--- config.mk ---
export PLATFORM = sky130hd
export DESIGN_NAME = term_sync_ctrl
export DESIGN_NICKNAME = d
export VERILOG_FILES = /design/src/rtl/term_pkg.sv /design/src/rtl/term_delay.sv /design/src/rtl/term_hold.sv /design/src/rtl/term_sync_ctrl.sv
export SDC_FILE = /design/constraint.sdc
export NUM_CORES = 1
export LEC_CHECK = 0
export ABC_CLOCK_PERIOD_IN_PS = 2100
export BUFFER_PORTS_ARGS = -buffer_cell sky130_fd_sc_hd__buf_2
export CORE_ASPECT_RATIO = 0.75
export CORE_MARGIN = 8
export CORE_UTILIZATION = 35
export CTS_CLUSTER_DIAMETER = 60
export DETAILED_ROUTE_END_ITERATION = 6
export HOLD_SLACK_MARGIN = 0.1
export PLACE_DENSITY_LB_ADDON = 0.05
export SLEW_MARGIN = 20
export SYNTH_ARGS = -nofsm -noshare
export SYNTH_HDL_FRONTEND = slang
export SYNTH_SLANG_ARGS = --single-unit
--- constraint.sdc ---
create_clock -name clk -period 2.1 [get_ports clk]
set_input_delay 0.105 -clock clk [delete_from_list [all_inputs] [get_ports clk]]
set_output_delay 0.105 -clock clk [all_outputs]
set_load 0.03 [all_outputs]
--- src/rtl/term_pkg.sv ---
`timescale 1ns/1ps
package term_pkg;

   // latency in counted edges, clamped into the range the delay line holds
   function automatic int unsigned calc_lat(int unsigned al_v, int unsigned cwl_v,
                                            int unsigned max_v);
      int signed v;
      v = int'(al_v) + int'(cwl_v) - 2;
      if (v < 1) return 1;
      if (v > int'(max_v)) return max_v;
      return int'(v);
   endfunction

endpackage

--- src/rtl/term_delay.sv ---
`timescale 1ns/1ps
module term_delay #(
   parameter int MAX_LAT = 22,
   parameter int LAT_W   = 5
) (
   input  logic             clk,
   input  logic             rst_n,
   input  logic             adv,
   input  logic             din,
   input  logic [LAT_W-1:0] lat,
   output logic             q_out,
   output logic             r_out
);

   generate
      if (MAX_LAT < 2) begin : g_bad_depth
         $error("term_delay: MAX_LAT must be at least 2");
      end
      if ((1 << LAT_W) <= MAX_LAT) begin : g_bad_width
         $error("term_delay: LAT_W too small for MAX_LAT");
      end
   endgenerate

   logic [MAX_LAT-1:0] sreg;
   logic               tap;

   always_ff @(posedge clk or negedge rst_n) begin
      if (!rst_n)   sreg[0] <= 1'b0;
      else if (adv) sreg[0] <= din;
   end

   generate
      for (genvar gi = 1; gi < MAX_LAT; gi++) begin : g_stage
         always_ff @(posedge clk or negedge rst_n) begin
            if (!rst_n)   sreg[gi] <= 1'b0;
            else if (adv) sreg[gi] <= sreg[gi-1];
         end
      end
   endgenerate

   always_comb begin
      tap = 1'b0;
      for (int i = 0; i < MAX_LAT; i++) begin
         if (lat == LAT_W'(i + 1)) tap = sreg[i];
      end
   end

   always_ff @(posedge clk or negedge rst_n) begin
      if (!rst_n) begin
         q_out <= 1'b0;
         r_out <= 1'b0;
      end else if (adv) begin
         q_out <= tap;
         r_out <= q_out;
      end
   end

   // the outputs of the line move only on counted edges
   a_r9_line_frozen: assert property (@(posedge clk) disable iff (!rst_n)
      !adv |=> $stable(q_out) && $stable(r_out));

endmodule

--- src/rtl/term_hold.sv ---
`timescale 1ns/1ps
module term_hold #(
   parameter int HOLD_BL4 = 4,
   parameter int HOLD_BL8 = 6
) (
   input  logic clk,
   input  logic rst_n,
   input  logic adv,
   input  logic odt,
   input  logic wr,
   input  logic bl8,
   output logic err
);

   localparam int HMAX = (HOLD_BL8 > HOLD_BL4) ? HOLD_BL8 : HOLD_BL4;
   localparam int CW   = $clog2(HMAX + 1);

   generate
      if (HOLD_BL4 < 1 || HOLD_BL8 < 1) begin : g_bad_hold
         $error("term_hold: hold windows must be at least one edge");
      end
   endgenerate

   logic          prev;
   logic [CW-1:0] a_cnt;
   logic [CW-1:0] w_cnt;
   logic [CW-1:0] w_dec;
   logic [CW-1:0] w_load;
   logic [CW-1:0] w_next;
   logic          open;

   assign open   = (a_cnt != '0) || (w_cnt != '0);
   assign w_dec  = (w_cnt != '0) ? w_cnt - 1'b1 : '0;
   assign w_load = !wr ? '0 : (bl8 ? CW'(HOLD_BL8 - 1) : CW'(HOLD_BL4 - 1));
   assign w_next = (w_load > w_dec) ? w_load : w_dec;

   always_ff @(posedge clk or negedge rst_n) begin
      if (!rst_n) begin
         prev  <= 1'b0;
         a_cnt <= '0;
         w_cnt <= '0;
         err   <= 1'b0;
      end else begin
         err <= 1'b0;
         if (adv) begin
            prev <= odt;
            if (odt) begin
               if (!prev)            a_cnt <= CW'(HOLD_BL4 - 1);
               else if (a_cnt != '0) a_cnt <= a_cnt - 1'b1;
               w_cnt <= w_next;
            end else begin
               err   <= prev && open;
               a_cnt <= '0;
               w_cnt <= '0;
            end
         end
      end
   end

   // an error pulse lasts exactly one cycle
   a_r5_err_single: assert property (@(posedge clk) disable iff (!rst_n)
      err |=> !err);

   // an error follows only a counted edge that sampled the pin low
   a_r5_err_on_low: assert property (@(posedge clk) disable iff (!rst_n)
      err |-> $past(adv) && !$past(odt));

   // a low sample leaves no window open, whatever the write strobe
   a_r8_low_clears: assert property (@(posedge clk) disable iff (!rst_n)
      adv && !odt |=> (a_cnt == '0) && (w_cnt == '0));

   // the write window never exceeds the longest hold
   a_r6_window_bound: assert property (@(posedge clk) disable iff (!rst_n)
      w_cnt <= CW'(HMAX - 1));

endmodule

--- src/rtl/term_sync_ctrl.sv ---
`timescale 1ns/1ps
module term_sync_ctrl
   import term_pkg::*;
#(
   parameter int AL_W     = 4,
   parameter int CWL_W    = 4,
   parameter int AL_MAX   = 12,
   parameter int CWL_MIN  = 5,
   parameter int CWL_MAX  = 12,
   parameter int HOLD_BL4 = 4,
   parameter int HOLD_BL8 = 6
) (
   input  logic             clk,
   input  logic             rst_n,
   input  logic             cke,
   input  logic             odt,
   input  logic             wr,
   input  logic             wr_bl8,
   input  logic [AL_W-1:0]  al,
   input  logic [CWL_W-1:0] cwl,
   output logic             term_en,
   output logic             term_full,
   output logic             hold_err
);

   localparam int MAX_LAT = AL_MAX + CWL_MAX - 2;
   localparam int LAT_W   = $clog2(MAX_LAT + 1);

   generate
      if (CWL_MIN < 3) begin : g_bad_cwl
         $error("term_sync_ctrl: CWL_MIN must give a latency of at least one");
      end
      if (CWL_MAX < CWL_MIN) begin : g_bad_range
         $error("term_sync_ctrl: CWL_MAX below CWL_MIN");
      end
   endgenerate

   logic [LAT_W-1:0] lat_q;
   logic             q_s;
   logic             r_s;

   // settings are taken only while reset is held
   always_ff @(posedge clk) begin
      if (!rst_n) lat_q <= LAT_W'(calc_lat(int'(al), int'(cwl), MAX_LAT));
   end

   term_delay #(.MAX_LAT(MAX_LAT), .LAT_W(LAT_W)) u_delay (
      .clk   (clk),
      .rst_n (rst_n),
      .adv   (cke),
      .din   (odt),
      .lat   (lat_q),
      .q_out (q_s),
      .r_out (r_s)
   );

   term_hold #(.HOLD_BL4(HOLD_BL4), .HOLD_BL8(HOLD_BL8)) u_hold (
      .clk   (clk),
      .rst_n (rst_n),
      .adv   (cke),
      .odt   (odt),
      .wr    (wr),
      .bl8   (wr_bl8),
      .err   (hold_err)
   );

   assign term_en   = q_s | r_s;
   assign term_full = q_s & r_s;

   // the captured latency does not move outside reset
   a_r11_lat_frozen: assert property (@(posedge clk) disable iff (!rst_n)
      $past(rst_n) |-> $stable(lat_q));

   // full termination is preceded by the leaving of high impedance
   a_r4_full_after_en: assert property (@(posedge clk) disable iff (!rst_n)
      $rose(term_full) |-> $past(term_en));

   // never fully on while in high impedance
   a_r4_full_within_en: assert property (@(posedge clk) disable iff (!rst_n)
      term_full |-> term_en);

   // idle edges change no termination output
   a_r9_idle_stable: assert property (@(posedge clk) disable iff (!rst_n)
      !cke |=> $stable(term_en) && $stable(term_full) && !hold_err);

endmodule

# == Word-level counts from Yosys, hierarchy flattened ==
# Cells that the tools add are included.
# classes
magnitude_cmp,3
n_addsub,4
n_bitwise,2
shifts,0
n_reduce_logical,5
muxes,41
eq_ne,23
n_mul,0
n_div,0
# ops
cell,count
"== test 5 x 4 -> 1 bit, second input constant",8
"== test 5 bit, second input constant",7
two-way mux 1 bit,30
two-way mux 3 bit,8
"== test 5 x 3 -> 1 bit, second input constant",4
two-way mux 5 bit,3
"== test 5 x 2 -> 1 bit, second input constant",2
"> comparator 6 bit, second input constant",1
"less-than comparator 6 x 2 -> 1 bit, second input constant",1
nonzero test 3 bit,2
"subtractor 3 x 1 -> 3 bit, second input constant",2
"subtractor 5 x 2 -> 6 bit, second input constant",1
adder 4 x 4 -> 5 bit,1
"== test 5 x 1 -> 1 bit, second input constant",1
> comparator 3 bit,1
"inequality test 3 bit, second input constant",1
AND reduction 2 bit,1
bitwise AND 1 bit,1
logical AND 1 bit,1
logical OR 1 bit,1
OR 1 bit,1
# word_totals
regBits,36
memories,0
inputBits,14
elab_cells,106
output_inout_bits,3
romBits,0
latchBits,0
ramBits,0

# == Longest topological paths before layout ==
# Gate-level depths: netlist of the first run.
# depth
depth_word,23
ltp_mapped,9
depth_no_buf,9

# == Hierarchy ==
# From an unflattened synthesis of the first run, not the netlist that was laid out.
# unflattened
cells_unflattened,235
hier_area_um2,2309.7
# modules_own_cells
module,instances,cells_per_inst,area_per_inst_um2,seq_area_each_um2
term_delay,1,110,1239.9,600.6
term_hold,1,61,539.3,200.2
term_sync_ctrl,1,64,530.5,150.1

# == Worst setup path before layout of the first run ==
# Ideal clock, no wire load.
# synth_timing
path_kind,in2reg
from,input port al[1]
to,"register lat_q[3], data pin"
path_buffers,0
required_time_ns,1.845
cell_stages,7
slack_ns,0.222
setup_time_ns,0.255
arrival_ns,1.623
path_cell_list,inv_1 > ha_1 > inv_1 > ha_1 > fa_1 > a211oi_1 > and3b_1
# synth_via
elab_chain_cells,8
elab_cells_between_ends,11
classes_between,add/sub (2); order compare (2); mux (7)
# synth_lines
element,line_no,rtl
start: declaration,term_sync_ctrl.sv:19,"input logic [AL_W-1:0] al,"
adder 4 x 4 -> 5 bit *,term_pkg.sv:8,v = int'(al_v) + int'(cwl_v) - 2;
subtractor 5 x 2 -> 6 bit *,term_pkg.sv:8,
> comparator 6 bit,term_pkg.sv:10,if (v > int'(max_v)) return max_v;
two-way mux 1 bit (2 in a row),term_pkg.sv:10,
two-way mux 1 bit,term_sync_ctrl.sv:44,"if (!rst_n) lat_q <= LAT_W'(calc_lat(int'(al), int'(cwl), MAX_LAT));"
two-way mux 5 bit,term_pkg.sv:11,return int'(v);
two-way mux 5 bit *,term_pkg.sv:10,
end signal: assignment,term_sync_ctrl.sv:44,
end: declaration,term_sync_ctrl.sv:38,logic [LAT_W-1:0] lat_q;
# Every way passes the cells marked *; elsewhere a longest branch is shown, timed or not. The select of a mux whose other input is x is not followed.
# A chain may end at the register's enable or synchronous reset.

# == Worst setup path after layout of the first run ==
# layout_timing
from,register u_hold.w_cnt[0]
to,register u_hold.w_cnt[1]
# layout_via
elab_chain_cells,5
elab_cells_between_ends,6
classes_between,add/sub (1); order compare (1); mux (3); reduce/logical (1)
# layout_lines
element,line_no,rtl
start: declaration,term_hold.sv:26,logic [CW-1:0] w_cnt;
start signal: assignment,term_hold.sv:50,w_cnt <= w_next;
subtractor 3 x 1 -> 3 bit / nonzero test 3 bit (equally long branches),term_hold.sv:33,assign w_dec = (w_cnt != '0) ? w_cnt - 1'b1 : '0;
two-way mux 3 bit *,term_hold.sv:33,
> comparator 3 bit,term_hold.sv:35,assign w_next = (w_load > w_dec) ? w_load : w_dec;
two-way mux 3 bit *,term_hold.sv:35,
two-way mux 3 bit *,term_hold.sv:47,if (odt) begin
# Every way passes the cells marked *; elsewhere a longest branch is shown, timed or not.

==> impl_metrics.env, run 1 <==
export IMPL_cp_start_kind="flop"
export IMPL_drive_above_1_share_pct=27.63
export IMPL_fillerInstances=569
export IMPL_dp_cells=295
export IMPL_required_ns=2.28
export IMPL_die_y_um=83.75
export IMPL_max_cap_violations=0
export IMPL_drc=0
export IMPL_yosysUniqueCellTypes=50
export IMPL_syn_inst=202
export IMPL_slew_violations=0
export IMPL_fin_area_sq_mm=0.002470
export IMPL_grt_pass1_vias=1635
export IMPL_synthTopCellsByArea="dfrtp_1 36%, mux2_2 11%, edfxtp_1 7.0%"
export IMPL_yosysWarningCount=0
export IMPL_gp_congestion=0.8075
export IMPL_finalCritPeriodShare_pct=91.98
export IMPL_finalSetupViolCount=0
export IMPL_final_util_pct=42.18
export IMPL_start_util_pct=36.58
export IMPL_hold_viol_final=0
export IMPL_vdd_ir_drop_max_v=0.0005025
export IMPL_coreArea_sq_mm=0.005856
export IMPL_cts_sinks=36
export IMPL_synth_edf_count=5
export IMPL_leakage_uw=0.001159
export IMPL_yosys_area_top_type_share_pct=36.21
export IMPL_r2r_slack_ns=0.17
export IMPL_drt_iter0_markers=45
export IMPL_pre_cts_ws_ns=0.1181
export IMPL_max_freq_mhz=517.7
export IMPL_finClkSkew_ns=0.007760
export IMPL_cp_max_fo=5
export IMPL_antenna_found_initial=0
export IMPL_setup_ws_ns=0.1684
export IMPL_rows=24
export IMPL_grtUsageTotal_pct=10.66
export IMPL_cts_made_buffers=5
export IMPL_synth_ff_type="dfrtp_1"
export IMPL_path_clk_slew_ns=0.07
export IMPL_grt_max_degree=32
export IMPL_ys_seq_area_share_pct=43.22
export IMPL_avgSynthCellArea_sq_um=10.60
export IMPL_arrival_ns=2.12
export IMPL_io_pins=17
export IMPL_grt_pass1_wl_um=7790
export IMPL_ys_async_sr_fraction_pct=86.11
export IMPL_h_tree_depth=2
export IMPL_syn_num_nets=229
export IMPL_dp_hpwl_um=3375
export IMPL_drtPass1Iterations=4
export IMPL_port_buffers=16
export IMPL_insertedDiodeCount=0
export IMPL_wirelength_um=4397
export IMPL_gr_total_overflow=0
export IMPL_synth_seq_cells=36
export IMPL_layout_min_cycle_time_ns=1.932
export IMPL_clock_root_buffer="clkbuf_8"
export IMPL_clk_path_buf_depth=2
export IMPL_fin_tns_setup_ns=0
export IMPL_crit_type="reg2reg"
export IMPL_worst_slew_pin_slew_ns=0.6232
export IMPL_avgRoutedWirePerCell_um=14.37
export IMPL_dieArea_sq_mm=0.008906
export IMPL_synth_area_sq_mm=0.002142
export IMPL_synthTopCellsByCount="31 x dfrtp_1, 24 x inv_1, 21 x mux2_2"
export IMPL_area_delta_synth_final_pct=15.30
export IMPL_place_area_sq_mm=0.002325
export IMPL_hold_path_class="in2reg"
export IMPL_drtAntennaViolNets=0
export IMPL_endpoint_kind="flop"
export IMPL_status="finished, final reports clean"
export IMPL_dieWidth_um=106.3
export IMPL_final_cell_count_no_fill=306
export IMPL_relSlewSlack_pct=58.46
export IMPL_cellPowerDensity_mw_per_mm2=1015
export IMPL_dr_total_vias=1540
export IMPL_finish_net_count=254
export IMPL_yosysMostFrequentCell="dfrtp_1"
export IMPL_tritoncts="built"
export IMPL_post_synth_top_area_cell="dfrtp_1"
export IMPL_viasPerCell=5.033
export IMPL_clock_latency_ns=0.28
==> critical path: stages (launching register included) <==
cell,delay (ns)
dfrtp_1,0.38
buf_4,0.15
a21oi_1,0.22
ha_1,0.29
nor2b_1,0.14
o21ai_1,0.14
a32oi_2,0.11
nor2b_1,0.17
o32ai_1,0.24
==> cells in the final DEF, fill, tap and decap left out, types with 4 or more instances in the layout <==
master    synthesis  routed
a21oi_1          11      11
o21ai_0           6       6
ha_1             12      12
buf_4             1       7
mux2i_1           9       9
nor3b_1           4       4
nor2b_1           5       5
dfrtp_1          31      31
edfxtp_1          5       5
mux2_2           21      21
clkbuf_8          0       5
nand2_1          11      11
o21ai_1           6       6
inv_1            24      24
nor2_1            9       9
buf_2             3      16
==> final timing paths <==
check | endpoint | from | depth (start not counted)
setup / recovery | u_hold.w_cnt[1] | u_hold.w_cnt[0] | 8
hold reg to reg | u_delay.r_out | u_delay.r_out | 1
max in group asynchronous | u_delay.sreg[2] | rst_n | 3
min in group asynchronous | u_delay.sreg[13] | rst_n | 3
setup reg to reg | u_hold.w_cnt[1] | u_hold.w_cnt[0] | 8
hold / removal | u_hold.w_cnt[0] | wr | 3
==> routing by layer <==
metal / up-vias / GRT usage (%) / share of wire [%]
met4: 0 / 3.567 / 0.84
met5: - / 0 / 0
met1: 742 / 14.95 / 54
met3: 5 / 3.318 / 4.2
met2: 31 / 14.91 / 41
li1: 762 / - / -
==> cell type report <==
class                           count  area, sq um  share of cell area [%]
Multi-Input combinational cell    132         1066                   43.16
Sequential cell                    36        925.9                   37.49
Timing Repair Buffer               26        172.7                   6.991
Inverter                           26        97.59                   3.951
Tap cell                           78        97.59                   3.951
Clock buffer                        5        68.82                   2.786
Clock inverter                      3        41.29                   1.672
==> report_power, final <==
| part | internal, uW | total (uW) | switching (uW) |
|---|---|---|---|
| clock | 352 | 600 | 248 |
| sequential | 926 | 1120 | 196 |
| combinational | 415 | 784 | 369 |
==> through the flow <==
| step | power, uW | hold slack [ns] |
|---|---|---|
| 2_1_floorplan | 1677 | -0.1906 |
| 3_3_place_gp | 1853 | 0.1748 |
| 3_5_place_dp | 1908 | 0.1825 |
| 4_1_cts | 2526 | 0.1448 |
| 5_1_grt | 2701 | 0.1533 |
| 6_report | 2506 | 0.1573 |
==> logic make-up after synthesis <==
group                    Yosys count  share of synthesized area (%)
AO/OA/AOI/OAI                     43                          13.55
flip-flops                        36                          43.22
XOR/XNOR                           2                         0.8179
buffers and inverters             34                          7.360
adder cells (fa/ha/maj)           13                          7.944
multiplexers                      31                          16.30
AND/OR/NAND/NOR                   43                          10.81
==> state kept, by name (all words and copies together), names as in the netlist <==
signal / flops
u_delay.sreg: 22
lat_q: 5
u_hold.a_cnt: 3
u_hold.err: 1
u_delay.r_out: 1
u_delay.q_out: 1
u_hold.w_cnt: 3
==> what timing repair did <==
item,in CTS,in global routing
setup buffers,0,1
endpoints found under the setup margin,0,3
hold endpoints to repair,34,0
hold buffers,2,0
gates resized for setup,0,1
Power figures use the tool's default switching activity.
==> inputs of run 2 (changes only) <==
--- a/config.mk
+++ b/config.mk
@@ -13,6 +13,7 @@
 export CTS_CLUSTER_DIAMETER = 60
 export DETAILED_ROUTE_END_ITERATION = 6
 export HOLD_SLACK_MARGIN = 0.1
+export MAX_ROUTING_LAYER = met4
 export PLACE_DENSITY_LB_ADDON = 0.05
 export SLEW_MARGIN = 20
 export SYNTH_ARGS = -nofsm -noshare
==> run 2 against run 1 <==
Net effect: global-route usage is 0.28 points higher; clock power barely moved; maximum frequency fell by 0.18%; clock-buffer cell count unchanged; critical endpoint unchanged; largest cell class unchanged.
==> impl_metrics.env, run 2 (synthesis results as in run 1) <==
export IMPL_dr_total_vias=1545
export IMPL_cpPeakStageDelay_ns=0.38
export IMPL_dieWidth_um=106.3
export IMPL_cts_made_buffers=5
export IMPL_rows=24
export IMPL_path_buf_inv=1
export IMPL_drt_iter0_markers=44
export IMPL_worst_slew_pin_slew_ns=0.6378
export IMPL_place_area_sq_mm=0.002325
export IMPL_drtAntennaViolNets=0
export IMPL_dp_hpwl_um=3375
export IMPL_status="finished, final reports clean"
export IMPL_cp_start_kind="flop"
export IMPL_fillerInstances=569
export IMPL_leakage_uw=0.001159
export IMPL_slowest_stage="dfrtp_1"
export IMPL_gr_total_overflow=0
export IMPL_arrival_ns=2.12
export IMPL_insertedDiodeCount=0
export IMPL_drive_above_1_share_pct=27.63
export IMPL_largest_register="u_delay.sreg"
export IMPL_vdd_ir_drop_max_v=0.0005012
export IMPL_crit_type="reg2reg"
export IMPL_relSlewSlack_pct=57.48
export IMPL_path_delay_family="compound AO/OA/AOI/OAI gates"
export IMPL_grtUsageTotal_pct=10.94
export IMPL_finish_net_count=254
export IMPL_worstPathCellList="buf_4 > a21oi_1 > ha_1 > nor2b_1 > o21ai_1 > a32oi_2 > nor2b_1 > o32ai_1"
export IMPL_clock_latency_ns=0.28
export IMPL_endpoint_kind="flop"
export IMPL_finClkSkew_ns=0.008688
export IMPL_cp_max_fo=5
export IMPL_dieArea_sq_mm=0.008906
export IMPL_max_freq_mhz=516.8
export IMPL_tritoncts="built"
export IMPL_max_cap_violations=0
export IMPL_io_pins=17
export IMPL_start_util_pct=36.58
export IMPL_cts_sinks=36
export IMPL_antenna_found_initial=0
export IMPL_slew_violations=0
export IMPL_fin_area_sq_mm=0.002470
export IMPL_fin_tns_setup_ns=0
export IMPL_finalSetupViolCount=0
export IMPL_hold_path_class="in2reg"
export IMPL_hold_viol_final=0
export IMPL_viasPerCell=5.049
export IMPL_cpMostUsedCell="nor2b_1"
export IMPL_h_tree_depth=2
export IMPL_coreArea_sq_mm=0.005856
export IMPL_die_y_um=83.75
export IMPL_grt_pass1_vias=1634
export IMPL_most_common_layout_cells="31 x dfrtp_1, 24 x inv_1, 21 x mux2_2"
export IMPL_grt_pass1_wl_um=7790
export IMPL_top_regs="u_delay.sreg (22), lat_q (5)"
export IMPL_clk_path_buf_depth=2
export IMPL_port_buffers=16
export IMPL_layout_min_cycle_time_ns=1.935
export IMPL_grt_max_degree=32
export IMPL_finalCritPeriodShare_pct=92.15
export IMPL_largest_reg_flops=22
export IMPL_wirelength_um=4395
export IMPL_multi_input_area_sq_mm=0.001066
export IMPL_drtPass1Iterations=5
export IMPL_cellPowerDensity_mw_per_mm2=1014
export IMPL_required_ns=2.28
export IMPL_final_util_pct=42.18
export IMPL_drc=0
export IMPL_path_clk_slew_ns=0.07
export IMPL_clock_root_buffer="clkbuf_8"
export IMPL_gp_congestion=0.8193
export IMPL_area_delta_synth_final_pct=15.30
export IMPL_avgRoutedWirePerCell_um=14.36
export IMPL_regArea_sq_um=925.9
export IMPL_layout_commonest_cell="dfrtp_1"
-- run 2: stage by stage --
stage / hold slack, ns / worst slack (ns) / total power [uW] / std cells
3_3_place_gp: 0.1748 / 0.1765 / 1853 / 295
5_1_grt: 0.1533 / -0.0003717 / 2701 / 306
6_report: 0.1554 / 0.1650 / 2505 / 306
2_1_floorplan: -0.1906 / 0.2216 / 1677 / 202
4_1_cts: 0.1448 / 0.09368 / 2526 / 305
3_5_place_dp: 0.1825 / 0.1181 / 1908 / 295
-- run 2: power breakdown --
group / internal [uW] / switching, uW
combinational: 415 / 370
sequential: 926 / 196
clock: 352 / 247
-- run 2: what timing repair did --
item | in CTS | in global routing
hold endpoints to repair | 34 | 0
buffers inserted | 0 | 1
hold buffers | 2 | 0
setup endpoints to repair | 0 | 3
resized for setup | 0 | 1
-- run 2: cell type report --
class | instances | share of cell area [%]
timing repair buffer | 26 | 6.991
multi-input combinational | 132 | 43.16
clock inverter | 3 | 1.672
sequential | 36 | 37.49
clock buffer | 5 | 2.786
inverter | 26 | 3.951
tap | 78 | 3.951
-- run 2: worst reg2reg max path: cells and delay by family (launching register included) --
family / cells / cell delay [ns]
simple gates: 2 / 0.31
fa+ha+maj: 1 / 0.29
flops: 1 / 0.38
buf+inv: 1 / 0.15
compound gates: 4 / 0.70
-- run 2: worst paths after layout --
kind / from / endpoint / slack [ns] / depth (start not counted)
min in group asynchronous: rst_n / u_delay.sreg[13] / 0.41 / 3
worst max-delay path: u_hold.w_cnt[0] / u_hold.w_cnt[1] / 0.16 / 8
worst min-delay path: wr / u_hold.w_cnt[0] / 0.16 / 3
max in group asynchronous: rst_n / u_delay.sreg[2] / 1.40 / 3
worst min register to register: u_delay.r_out / u_delay.r_out / 0.53 / 1
worst max register to register: u_hold.w_cnt[0] / u_hold.w_cnt[1] / 0.16 / 8
-- run 2: layer usage --
layer	up-vias	track usage [%]	wire length, um
met4	0	3.567	34
met1	748	15.09	2377
met2	32	14.85	1816
met3	5	3.086	168
li1	760	-	-
met5	-	-	0
